===== config.mk =====
export PLATFORM = sky130hd
export DESIGN_NAME = rx_ring_dma_sched
export DESIGN_NICKNAME = d
export VERILOG_FILES = /design/src/rtl/rxdma_pkg.sv /design/src/rtl/rxdma_start_detect.sv /design/src/rtl/rxdma_burst_sizer.sv /design/src/rtl/rx_ring_dma_sched.sv
export SDC_FILE = /design/constraint.sdc
export NUM_CORES = 1
export LEC_CHECK = 0
export BUFFER_PORTS_ARGS = -buffer_cell sky130_fd_sc_hd__buf_2
export CORE_ASPECT_RATIO = 0.5
export CORE_MARGIN = 4
export CORE_UTILIZATION = 55
export DETAILED_ROUTE_END_ITERATION = 6
export MAX_ROUTING_LAYER = met4
export PLACE_DENSITY = 0.75
export SLEW_MARGIN = 20
export SYNTH_ARGS = -nofsm -noshare
export SYNTH_HDL_FRONTEND = slang
export SYNTH_SLANG_ARGS = --single-unit

===== constraint.sdc =====
create_clock -name clk -period 10.8 [get_ports clk]
set_clock_uncertainty 0.2 [all_clocks]
set_input_delay 0.54 -clock clk [delete_from_list [all_inputs] [get_ports clk]]
set_output_delay 0.54 -clock clk [all_outputs]
set_load 0.02 [all_outputs]

===== src/rtl/rxdma_pkg.sv =====
package rxdma_pkg;

    typedef enum logic [1:0] {
        DMA_IDLE,
        DMA_ACTIVE,
        DMA_BURST
    } dma_st_e;

endpackage


===== src/rtl/rxdma_start_detect.sv =====
module rxdma_start_detect #(
    parameter int CNT_W     = 14,
    parameter int UNIT_LOG2 = 4
) (
    input  logic [2:0]       thr_code,
    input  logic [CNT_W-1:0] fifo_cnt,
    input  logic             fifo_eop,
    output logic             start
);
    localparam logic [2:0] THR_OFF = 3'd7;

    logic [31:0] level;
    logic        level_hit;

    always_comb begin
        level     = 32'd1 << (UNIT_LOG2 + 32'(thr_code));
        level_hit = (thr_code != THR_OFF) && (32'(fifo_cnt) >= level);
        start     = (fifo_cnt != '0) && (fifo_eop || level_hit);
    end
endmodule


===== src/rtl/rxdma_burst_sizer.sv =====
module rxdma_burst_sizer #(
    parameter int CNT_W      = 14,
    parameter int OFF_W      = 18,
    parameter int UNIT_LOG2  = 4,
    parameter int RING_LOG2  = 13,
    parameter int RING_SLACK = 16
) (
    input  logic [2:0]       burst_code,
    input  logic [1:0]       ring_code,
    input  logic             wrap_linear,
    input  logic [OFF_W-1:0] wr_off,
    input  logic [OFF_W-1:0] rd_off,
    input  logic [CNT_W-1:0] fifo_cnt,
    output logic [OFF_W-1:0] ring_len,
    output logic [OFF_W-1:0] burst_lim,
    output logic [OFF_W-1:0] burst_len,
    output logic [OFF_W-1:0] free_bytes,
    output logic             fits
);
    localparam logic [2:0] BURST_UNLIM = 3'd7;

    logic [31:0]      span32;
    logic [OFF_W-1:0] avail;
    logic [OFF_W-1:0] len_fifo;
    logic [OFF_W-1:0] to_end;
    logic [OFF_W-1:0] pos;

    always_comb begin
        span32    = (32'd1 << (RING_LOG2 + 32'(ring_code))) + 32'(RING_SLACK);
        ring_len  = span32[OFF_W-1:0];
        burst_lim = (burst_code == BURST_UNLIM) ? '1
                  : OFF_W'(32'd1 << (UNIT_LOG2 + 32'(burst_code)));
        avail     = OFF_W'(fifo_cnt);
        len_fifo  = (avail < burst_lim) ? avail : burst_lim;
        to_end    = (wr_off < ring_len) ? (ring_len - wr_off) : '0;
        if (!wrap_linear && (to_end < len_fifo)) begin
            burst_len = to_end;
        end else begin
            burst_len = len_fifo;
        end
        pos = (wr_off >= ring_len) ? (wr_off - ring_len) : wr_off;
        if (rd_off > pos) begin
            free_bytes = rd_off - pos - 1'b1;
        end else begin
            free_bytes = ring_len - pos + rd_off - 1'b1;
        end
        fits = (burst_len != '0) && (burst_len <= free_bytes);
    end
endmodule


===== src/rtl/rx_ring_dma_sched.sv =====
module rx_ring_dma_sched
    import rxdma_pkg::*;
#(
    parameter int ADDR_W     = 32,
    parameter int CNT_W      = 14,
    parameter int OFF_W      = 18,
    parameter int UNIT_LOG2  = 4,
    parameter int RING_LOG2  = 13,
    parameter int RING_SLACK = 16
) (
    input  logic              clk,
    input  logic              rst_n,
    input  logic [2:0]        cfg_thr_code,
    input  logic [1:0]        cfg_ring_code,
    input  logic [2:0]        cfg_burst_code,
    input  logic              cfg_wrap_linear,
    input  logic [CNT_W-1:0]  fifo_cnt,
    input  logic              fifo_eop,
    input  logic [ADDR_W-1:0] ring_base,
    input  logic [OFF_W-1:0]  host_rd_off,
    output logic              req_valid,
    input  logic              req_ready,
    output logic [ADDR_W-1:0] req_addr,
    output logic [CNT_W-1:0]  req_len
);
    localparam logic [1:0] RING_MAX_CODE = 2'd3;

    typedef struct packed {
        dma_st_e          st;
        logic [2:0]       burst;
        logic [1:0]       ring;
        logic             wrap_lin;
        logic [OFF_W-1:0] wr_off;
        logic [OFF_W-1:0] len;
        logic             last;
    } sched_t;

    sched_t sch_d, sch_q;

    logic             start_now;
    logic [OFF_W-1:0] ring_len;
    logic [OFF_W-1:0] burst_lim;
    logic [OFF_W-1:0] burst_len;
    logic [OFF_W-1:0] free_bytes;
    logic             fits;
    logic [OFF_W-1:0] nxt_off;

    rxdma_start_detect #(
        .CNT_W     (CNT_W),
        .UNIT_LOG2 (UNIT_LOG2)
    ) i_start (
        .thr_code (cfg_thr_code),
        .fifo_cnt (fifo_cnt),
        .fifo_eop (fifo_eop),
        .start    (start_now)
    );

    rxdma_burst_sizer #(
        .CNT_W      (CNT_W),
        .OFF_W      (OFF_W),
        .UNIT_LOG2  (UNIT_LOG2),
        .RING_LOG2  (RING_LOG2),
        .RING_SLACK (RING_SLACK)
    ) i_sizer (
        .burst_code  (sch_q.burst),
        .ring_code   (sch_q.ring),
        .wrap_linear (sch_q.wrap_lin),
        .wr_off      (sch_q.wr_off),
        .rd_off      (host_rd_off),
        .fifo_cnt    (fifo_cnt),
        .ring_len    (ring_len),
        .burst_lim   (burst_lim),
        .burst_len   (burst_len),
        .free_bytes  (free_bytes),
        .fits        (fits)
    );

    always_comb begin
        sch_d   = sch_q;
        nxt_off = sch_q.wr_off + sch_q.len;
        unique case (sch_q.st)
            DMA_IDLE: begin
                sch_d.burst    = cfg_burst_code;
                sch_d.ring     = cfg_ring_code;
                sch_d.wrap_lin = cfg_wrap_linear && (cfg_ring_code != RING_MAX_CODE);
                if (start_now) begin
                    sch_d.st = DMA_ACTIVE;
                end
            end
            DMA_ACTIVE: begin
                if (fits) begin
                    sch_d.len  = burst_len;
                    sch_d.last = fifo_eop && (burst_len == OFF_W'(fifo_cnt));
                    sch_d.st   = DMA_BURST;
                end
            end
            DMA_BURST: begin
                if (req_ready) begin
                    if (!sch_q.wrap_lin && (nxt_off >= ring_len)) begin
                        nxt_off = nxt_off - ring_len;
                    end
                    if (sch_q.last) begin
                        if (sch_q.wrap_lin && (nxt_off >= ring_len)) begin
                            nxt_off = nxt_off - ring_len;
                        end
                        sch_d.st = DMA_IDLE;
                    end else begin
                        sch_d.st = DMA_ACTIVE;
                    end
                    sch_d.wr_off = nxt_off;
                end
            end
            default: sch_d.st = DMA_IDLE;
        endcase
    end

    always_ff @(posedge clk) begin
        if (!rst_n) begin
            sch_q <= '{st: DMA_IDLE, burst: 3'd0, ring: 2'd0, wrap_lin: 1'b0,
                       wr_off: '0, len: '0, last: 1'b0};
        end else begin
            sch_q <= sch_d;
        end
    end

    assign req_valid = (sch_q.st == DMA_BURST);
    assign req_addr  = ring_base + ADDR_W'(sch_q.wr_off);
    assign req_len   = sch_q.len[CNT_W-1:0];


    req_hold_chk: assert property (@(posedge clk) disable iff (!rst_n)
        (req_valid && !req_ready) |=> (req_valid && $stable(req_addr) && $stable(req_len)));


    burst_limit_chk: assert property (@(posedge clk) disable iff (!rst_n)
        req_valid |-> ((OFF_W'(req_len) <= burst_lim) && (req_len != '0)));


    no_ring_cross_chk: assert property (@(posedge clk) disable iff (!rst_n)
        (req_valid && !sch_q.wrap_lin) |-> ((sch_q.wr_off + sch_q.len) <= ring_len));


    space_ok_chk: assert property (@(posedge clk) disable iff (!rst_n)
        $rose(req_valid) |-> (sch_q.len <= $past(free_bytes)));


    max_ring_fold_chk: assert property (@(posedge clk) disable iff (!rst_n)
        (sch_q.ring == RING_MAX_CODE) |-> !sch_q.wrap_lin);


    cfg_frozen_chk: assert property (@(posedge clk) disable iff (!rst_n)
        (sch_q.st != DMA_IDLE && sch_d.st != DMA_IDLE) |=> ($stable(sch_q.burst) && $stable(sch_q.ring)));
endmodule


== Word-level counts from Yosys, hierarchy flattened ==
Cells that the tools add are included.

* Flip-flop bits (word level): 45
* Output and inout bits: 47
* Logic and storage cells: 75

* $add $sub $neg: 15
* Order comparisons: 9
* Eq/ne operators: 9
* Shifts and indexed selects: 3
* Muxes and demuxes: 16
* Reduce and logical (&&, ||, !) cells: 16

{| class="wikitable"
|+ Operators with widths
! operator !! number
|-
| $mux W18 || 11
|-
| $sub A18 B18 Y18 || 6
|-
| $shl A1 B32 Y18 const A || 2
|-
| $ge A18 B18 Y1 || 3
|-
| $add A18 B18 Y18 || 2
|-
| $lt A18 B18 Y1 || 2
|-
| $sub A18 B1 Y18 const B || 2
|-
| $add A32 B18 Y32 || 1
|-
| $ge A14 B32 Y1 || 1
|-
| $shl A1 B32 Y32 const A || 1
|-
| $add A18 B5 Y18 const B || 1
|-
| $eq A18 B14 Y1 || 1
|-
| $gt A18 B18 Y1 || 1
|-
| $le A18 B18 Y1 || 1
|-
| $lt A14 B18 Y1 || 1
|-
| $reduce_bool A18 Y1 || 1
|-
| $reduce_bool A14 Y1 || 1
|-
| $add A3 B3 Y4 const A || 2
|-
| $logic_and A1 B1 Y1 || 8
|-
| $mux W2 || 3
|-
| $pmux W2 S3 || 1
|-
| $add A4 B2 Y5 const A || 1
|-
| $ne A2 B1 Y1 const B || 2
|-
| $ne A2 B2 Y1 const B || 2
|-
| 10 further kinds || 11
|}

== Longest topological paths before layout ==
* Depth after elaboration: 13
* Depth in mapped cells: 40
* Depth with buffers taken out: 37

== Hierarchy ==
From an unflattened synthesis, not the netlist that was laid out.

* Cells, all modules: 1737
* Area total of the unflattened synthesis: 12660.9 sq um

{| class="wikitable"
|+ Modules (own cells, without submodules)
! module !! times used !! cells an instance !! area an instance (sq um) !! seq. area each (sq um)
|-
| rxdma_burst_sizer || 1 || 855 || 6209.7 || 0.0
|-
| rx_ring_dma_sched || 1 || 844 || 6152.2 || 900.9
|-
| rxdma_start_detect || 1 || 38 || 299.0 || 0.0
|}

== Worst setup path after synthesis ==
No wires, ideal clock.

* Path kind: reg-to-reg
* Start point: register sch_q[38] (netlist name)
* End point: register sch_q (netlist bit req_len[1])
* Setup time: 0.128 ns
* Arrival: 7.902 ns
* Required time: 10.472 ns
* Slack: 2.571 ns
* Stages on the path, launching flop included: 37
* Period minus slack after synthesis: 8.229 ns
* Path through: dfxtp_1 > nor2b_1 > ha_1 > buf_2 > a21oi_1 > nor2_1 > nor2_1 > a21oi_2 > nor2_1 > clkbuf_1 > o31ai_1 > clkbuf_1 > o21ai_0 > fa_1 > ha_1 > a21o_1 > a21oi_1 > o21ai_0 > a21oi_1 > nor2b_1 > o21a_1 > o31a_1 > o41ai_1 > o21ai_0 > o31ai_1 > o21ai_0 > ha_1 > nand3_1 > or3_1 > or4_1 > nand2_1 > o21ai_0 > a311oi_1 > o31ai_2 > buf_2 > mux2i_1 > nor2_1

* Longest elaborated chain between the ends: 12

{| class="wikitable"
|+ RTL lines
! what !! line !! RTL
|-
| start: declaration || rx_ring_dma_sched.sv:38 || <nowiki>sched_t sch_d, sch_q;</nowiki>
|-
| start signal: assignment || rx_ring_dma_sched.sv:119 || <nowiki>sch_q <= '{st: DMA_IDLE, burst: 3'd0, ring: 2'd0, wrap_lin: 1'b0,</nowiki>
|-
| start signal: assignment || rx_ring_dma_sched.sv:122 || <nowiki>sch_q <= sch_d;</nowiki>
|-
| $add A4 B2 Y5 (*) || rxdma_burst_sizer.sv:29 || <nowiki>span32 = (32'd1 << (RING_LOG2 + 32'(ring_code))) + 32'(RING_SLACK);</nowiki>
|-
| $shl A1 B32 Y18 (*) || rxdma_burst_sizer.sv:29 ||
|-
| $add A18 B5 Y18 (*) || rxdma_burst_sizer.sv:29 ||
|-
| $sub A18 B18 Y18 or $ge A18 B18 Y1 (tied branches) || rxdma_burst_sizer.sv:41 || <nowiki>pos = (wr_off >= ring_len) ? (wr_off - ring_len) : wr_off;</nowiki>
|-
| $mux W18 || rxdma_burst_sizer.sv:41 ||
|-
| $sub A18 B18 Y18 || rxdma_burst_sizer.sv:45 || <nowiki>free_bytes = ring_len - pos + rd_off - 1'b1;</nowiki>
|-
| $add A18 B18 Y18 || rxdma_burst_sizer.sv:45 ||
|-
| $sub A18 B1 Y18 || rxdma_burst_sizer.sv:45 ||
|-
| $mux W18 || rxdma_burst_sizer.sv:42 || <nowiki>if (rd_off > pos) begin</nowiki>
|-
| $le A18 B18 Y1 || rxdma_burst_sizer.sv:47 || <nowiki>fits = (burst_len != '0) && (burst_len <= free_bytes);</nowiki>
|-
| $logic_and A1 B1 Y1 || rxdma_burst_sizer.sv:47 ||
|-
| $reduce_and A2 Y1 (no line) || n/a ||
|}

Every way passes the cells marked *; elsewhere a longest branch is shown, timed or not.
A chain may end at the register's enable or synchronous reset.

== Final worst setup path ==
* Start point: register sch_q[38] (netlist name)
* End point: register sch_q (netlist bit req_len[0])

Same word-level chain as after synthesis.

==> out/results.md <==
| Quantity | Reported | Unit |
| --- | --- | --- |
| Peak fanout along the critical path | 26 | - |
| Clock tree from TritonCTS | done | - |
| Drt pass-1 iters | 5 | - |
| Remaining DRCs | 0 | - |
| Later-pin clock latency in the skew report | 0.30 | ns |
| Clock Sink Count | 45 | - |
| Critical Path Sink Type | flop | - |
| Gr usage total | 0.336 | - |
| Total of warnings raised by yosys | 0 | - |
| ANT nets after route | 0 | - |
| Dpl ws | 1.36 | ns |
| Worst ir drop on vdd | 0.213 | mV |
| Worst hold-check path type | in -> reg | - |
| Leakage power | 6.03 | nW |
| Die outline height | 111 | microns |
| CTS resizes | 0 | - |
| Timing startpoint of the critical path | sch_q[38]$_SDFFE_PN0N_ | - |
| Worst Reg2Reg Path Length in Cells | 36 | - |
| PD cells | 297 | nW/um^2 |
| Cell area after synthesis | 11600 | sq um |
| Post-layout min period | 9.68 | ns |
| Total area of sequential cells | 901 | sq um |
| Leading register cell type out of synthesis | sky130_fd_sc_hd__dfxtp_1 | - |
| Fraction of synthesized cell area taken by the top area cell type | 0.205 | - |
| Antenna cell count | 0 | - |
| Worst R2R Setup Slack | 1.12 | ns |
| Combined area of the multi-input logic cells | 10300 | sq um |
| Sequential share of the synthesized area | 0.0777 | - |
| Hold-fix buffer count after cts | 0 | - |
| Number of I/O port buffers | 123 | - |
| Die Outline Area | 23600 | sq um |
| Initial antenna violation count | 0 | - |
| Number of global-route vias before repair | 11500 | - |
| Syn-to-layout area delta | 10.5 | % |
| Rel. slew slack | 0.283 | - |
| Endpoint of the worst-slack reg-to-reg timing path | req_len[0]$_SDFFE_PN0P_ | - |
| Mean Syn Cell Area | 7.35 | sq um |
| Transition time of the tightest slew-check pin | 1.07 | ns |
| Most area-consuming cells after synthesis | sky130_fd_sc_hd__ha_1, sky130_fd_sc_hd__dfxtp_1, sky130_fd_sc_hd__xnor2_1, sky130_fd_sc_hd__a21oi_1, sky130_fd_sc_hd__o21ai_0 | - |
| Synthesized instance count | 1576 | - |
| Starting utilization of the core area | 0.562 | - |
| CP bufs+invs | 4 | - |
| Critical-path top delay cell | sky130_fd_sc_hd__o21ai_0 | - |
| Setup fix buffers added after clock tree synthesis | 0 | - |
| Number of failing setup endpoints in the final timing report | 0 | - |
| Maximum frequency from static timing analysis | 103 | MHz |
| Via density per instance | 6.28 | - |
| Vias | 12500 | - |
| Final Hold Violating Endpoints | 0 | - |
| Die width | 213 | microns |
| Area leader, netlist | sky130_fd_sc_hd__ha_1 | - |
| Routed wirelength normalized by instance count | 20.2 | microns |
| Cell seen most often among critical-path stages | sky130_fd_sc_hd__o21ai_0 | - |
| Instance count on the critical path | 36 | - |
| Register bit count reported by yosys | 45 | - |
| Synth async-reset ratio | 0 | - |
| Wire length of the first global-routing pass | 62200 | microns |
| Deepest level of the CTS H-tree | 2 | - |
| Clock-pin slew of the registers on the worst-case setup and hold paths | 0.08 | ns |
| CP delay by family, top | compound AO/OA/AOI/OAI gates | - |
| Ports placed on the boundary | 124 | - |
| Critical setup path kind | reg -> reg | - |
| Endpoint arrival time on the critical path | 9.67 | ns |
| Capture point of the worst path | req_len[0]$_SDFFE_PN0P_ | - |
| Max Cap Violations | 0 | - |
| Nets | 2012 | - |
| Routed Wire Length | 40400 | microns |
| HPWL Detailed | 33900 | microns |
| Final clock period utilization by the worst path | 0.896 | - |
| Number of enable-type register cells in the synthesized netlist | 0 | - |
| Number of buffers inserted during clock tree synthesis | 5 | - |
| Routability congestion estimate | 1.02 | - |
| Run status | complete, no violations | - |
| Final count of pins violating max slew | 0 | - |
| Setup_tns | 0 | ns |
| Slack of the critical path | 1.12 | ns |
| Core Footprint | 20600 | sq um |
| Worst reg2reg startpoint | sch_q[38]$_SDFFE_PN0N_ | - |
| Iter 0 DRT Violations | 1399 | - |
| Total of fill cells in the finished design | 1917 | - |
| Number of core rows | 37 | - |
| Largest net degree at the start of global routing | 40 | - |
| Worst endpoint required time | 10.79 | ns |
| RSZ-0062 raised after global routing | false | - |
| Worst path max stage delay | 0.57 | ns |
| Total congestion overflow | 0 | - |
| Final standard cell utilization of the core | 0.621 | - |
| Fraction of layout cells with a size suffix above 1 | 0.107 | - |
| Number of distinct standard cells referenced by the synthesized netlist | 88 | - |
| Startpoint type of the worst setup path | flop | - |
| Clock root cell | sky130_fd_sc_hd__clkbuf_16 | - |
| Maximum clock insertion buffer count | 2 | - |
registers in the layout, indices dropped and copies added, names as in the netlist:
signal / flops
sch_q: 31
req_len: 14
worst min-delay path by stage:
| stage | startpoint | end | cells past startpoint |
|---|---|---|---|
| final | cfg_burst_code[0] | sch_q[40]$_SDFFE_PN0N_ | 3 |
| after global routing | cfg_burst_code[2] | sch_q[42]$_SDFFE_PN0N_ | 3 |
| after CTS | cfg_burst_code[0] | sch_q[40]$_SDFFE_PN0N_ | 3 |
| after detailed placement | sch_q[18]$_SDFFE_PN0P_ | sch_q[18]$_SDFFE_PN0P_ | 2 |
| after global placement | sch_q[18]$_SDFFE_PN0P_ | sch_q[18]$_SDFFE_PN0P_ | 2 |
| after floorplan | sch_q[18]$_SDFFE_PN0P_ | sch_q[18]$_SDFFE_PN0P_ | 2 |
per-layer routing:
layer,up-vias,global-route usage,routed length (microns)
met5,-,-,0
met4,0,0.0942,1080
met3,67,0.0409,3550
met2,535,0.502,17400
met1,5928,0.476,18300
li1,6003,-,-
kinds of logic after synthesis:
family | share of synthesized area
mux | 0.0376
compound gates | 0.271
simple gates | 0.214
fa+ha+maj | 0.247
xor+xnor | 0.0975
buf+inv | 0.0539
flops | 0.0777
other cells | 0.000648
worst min-delay path: stages:
cell                      delay, ns
sky130_fd_sc_hd__buf_2         0.10
sky130_fd_sc_hd__nand2_1       0.04
sky130_fd_sc_hd__a21oi_1       0.05
synth_stat cells, types with 4 or more instances:
cell / count
sky130_fd_sc_hd__nor2_1: 135
sky130_fd_sc_hd__a22oi_1: 6
sky130_fd_sc_hd__or2_2: 8
sky130_fd_sc_hd__nand2_1: 140
sky130_fd_sc_hd__xnor2_1: 89
sky130_fd_sc_hd__a21o_1: 51
sky130_fd_sc_hd__a211o_1: 4
sky130_fd_sc_hd__nand3_1: 40
sky130_fd_sc_hd__nor4_1: 8
sky130_fd_sc_hd__a21boi_0: 7
sky130_fd_sc_hd__nor2b_1: 20
sky130_fd_sc_hd__mux2i_1: 30
sky130_fd_sc_hd__o211ai_1: 12
sky130_fd_sc_hd__a31oi_1: 20
sky130_fd_sc_hd__fa_1: 23
sky130_fd_sc_hd__nand3b_1: 9
sky130_fd_sc_hd__inv_1: 92
sky130_fd_sc_hd__o21ai_0: 106
sky130_fd_sc_hd__a21oi_1: 130
sky130_fd_sc_hd__o21ai_1: 6
sky130_fd_sc_hd__or4_1: 4
sky130_fd_sc_hd__or3_1: 19
sky130_fd_sc_hd__a311oi_1: 5
sky130_fd_sc_hd__o21a_1: 20
sky130_fd_sc_hd__o22ai_1: 6
sky130_fd_sc_hd__o21bai_1: 13
sky130_fd_sc_hd__o31ai_1: 16
sky130_fd_sc_hd__nand4_1: 29
sky130_fd_sc_hd__mux2_2: 12
sky130_fd_sc_hd__and3_1: 19
sky130_fd_sc_hd__clkbuf_1: 34
sky130_fd_sc_hd__dfxtp_1: 45
sky130_fd_sc_hd__o2111ai_1: 8
sky130_fd_sc_hd__nor3_1: 39
sky130_fd_sc_hd__buf_2: 4
sky130_fd_sc_hd__nand2b_1: 16
sky130_fd_sc_hd__buf_4: 16
sky130_fd_sc_hd__o41ai_1: 6
sky130_fd_sc_hd__and2_1: 13
sky130_fd_sc_hd__ha_1: 190
sky130_fd_sc_hd__a22o_1: 4
sky130_fd_sc_hd__xor2_1: 40
sky130_fd_sc_hd__a211oi_1: 12
cell usage in the layout (no fill, tap or decap), types with 40 or more instances in the layout:
master,Yosys,layout
sky130_fd_sc_hd__nand2_1,140,140
sky130_fd_sc_hd__conb_1,2,61
sky130_fd_sc_hd__a21oi_1,130,130
sky130_fd_sc_hd__o21ai_0,106,105
sky130_fd_sc_hd__xnor2_1,89,89
sky130_fd_sc_hd__ha_1,190,190
sky130_fd_sc_hd__dfxtp_1,45,45
sky130_fd_sc_hd__nor2_1,135,135
sky130_fd_sc_hd__buf_2,4,123
sky130_fd_sc_hd__nand3_1,40,40
sky130_fd_sc_hd__inv_1,92,92
sky130_fd_sc_hd__xor2_1,40,40
sky130_fd_sc_hd__a21o_1,51,51
report_power, final:
group	leakage, nW	switching [W]	internal, W
clock network	0.0819	0.0000807	0.000111
registers	0.366	0.0000729	0.000209
logic	5.58	0.00204	0.00129
total	6.03	0.00220	0.00161
final cells by class:
class / count / area share
Clock buffer: 5 / 0.00978
Clock inverter: 3 / 0.00381
Inverter: 93 / 0.0273
Multi-Input combinational cell: 1441 / 0.806
Sequential cell: 45 / 0.0704
Tap cell: 273 / 0.0267
Timing Repair Buffer: 136 / 0.0557
through the flow:
| stage | cells | hold WS, ns | total power (W) | cell area, sq um |
|---|---|---|---|---|
| finish | 1996 | 0.281 | 0.00380 | 12800 |
| global placement | 1988 | 0.275 | 0.00343 | 12600 |
| detailed placement | 1988 | 0.285 | 0.00350 | 12600 |
| global route | 1996 | 0.303 | 0.00410 | 12800 |
| CTS | 1996 | 0.279 | 0.00371 | 12800 |
| floorplan | 1635 | 0.248 | 0.00268 | 11800 |
No activity file was read; power rests on OpenSTA's default activity.
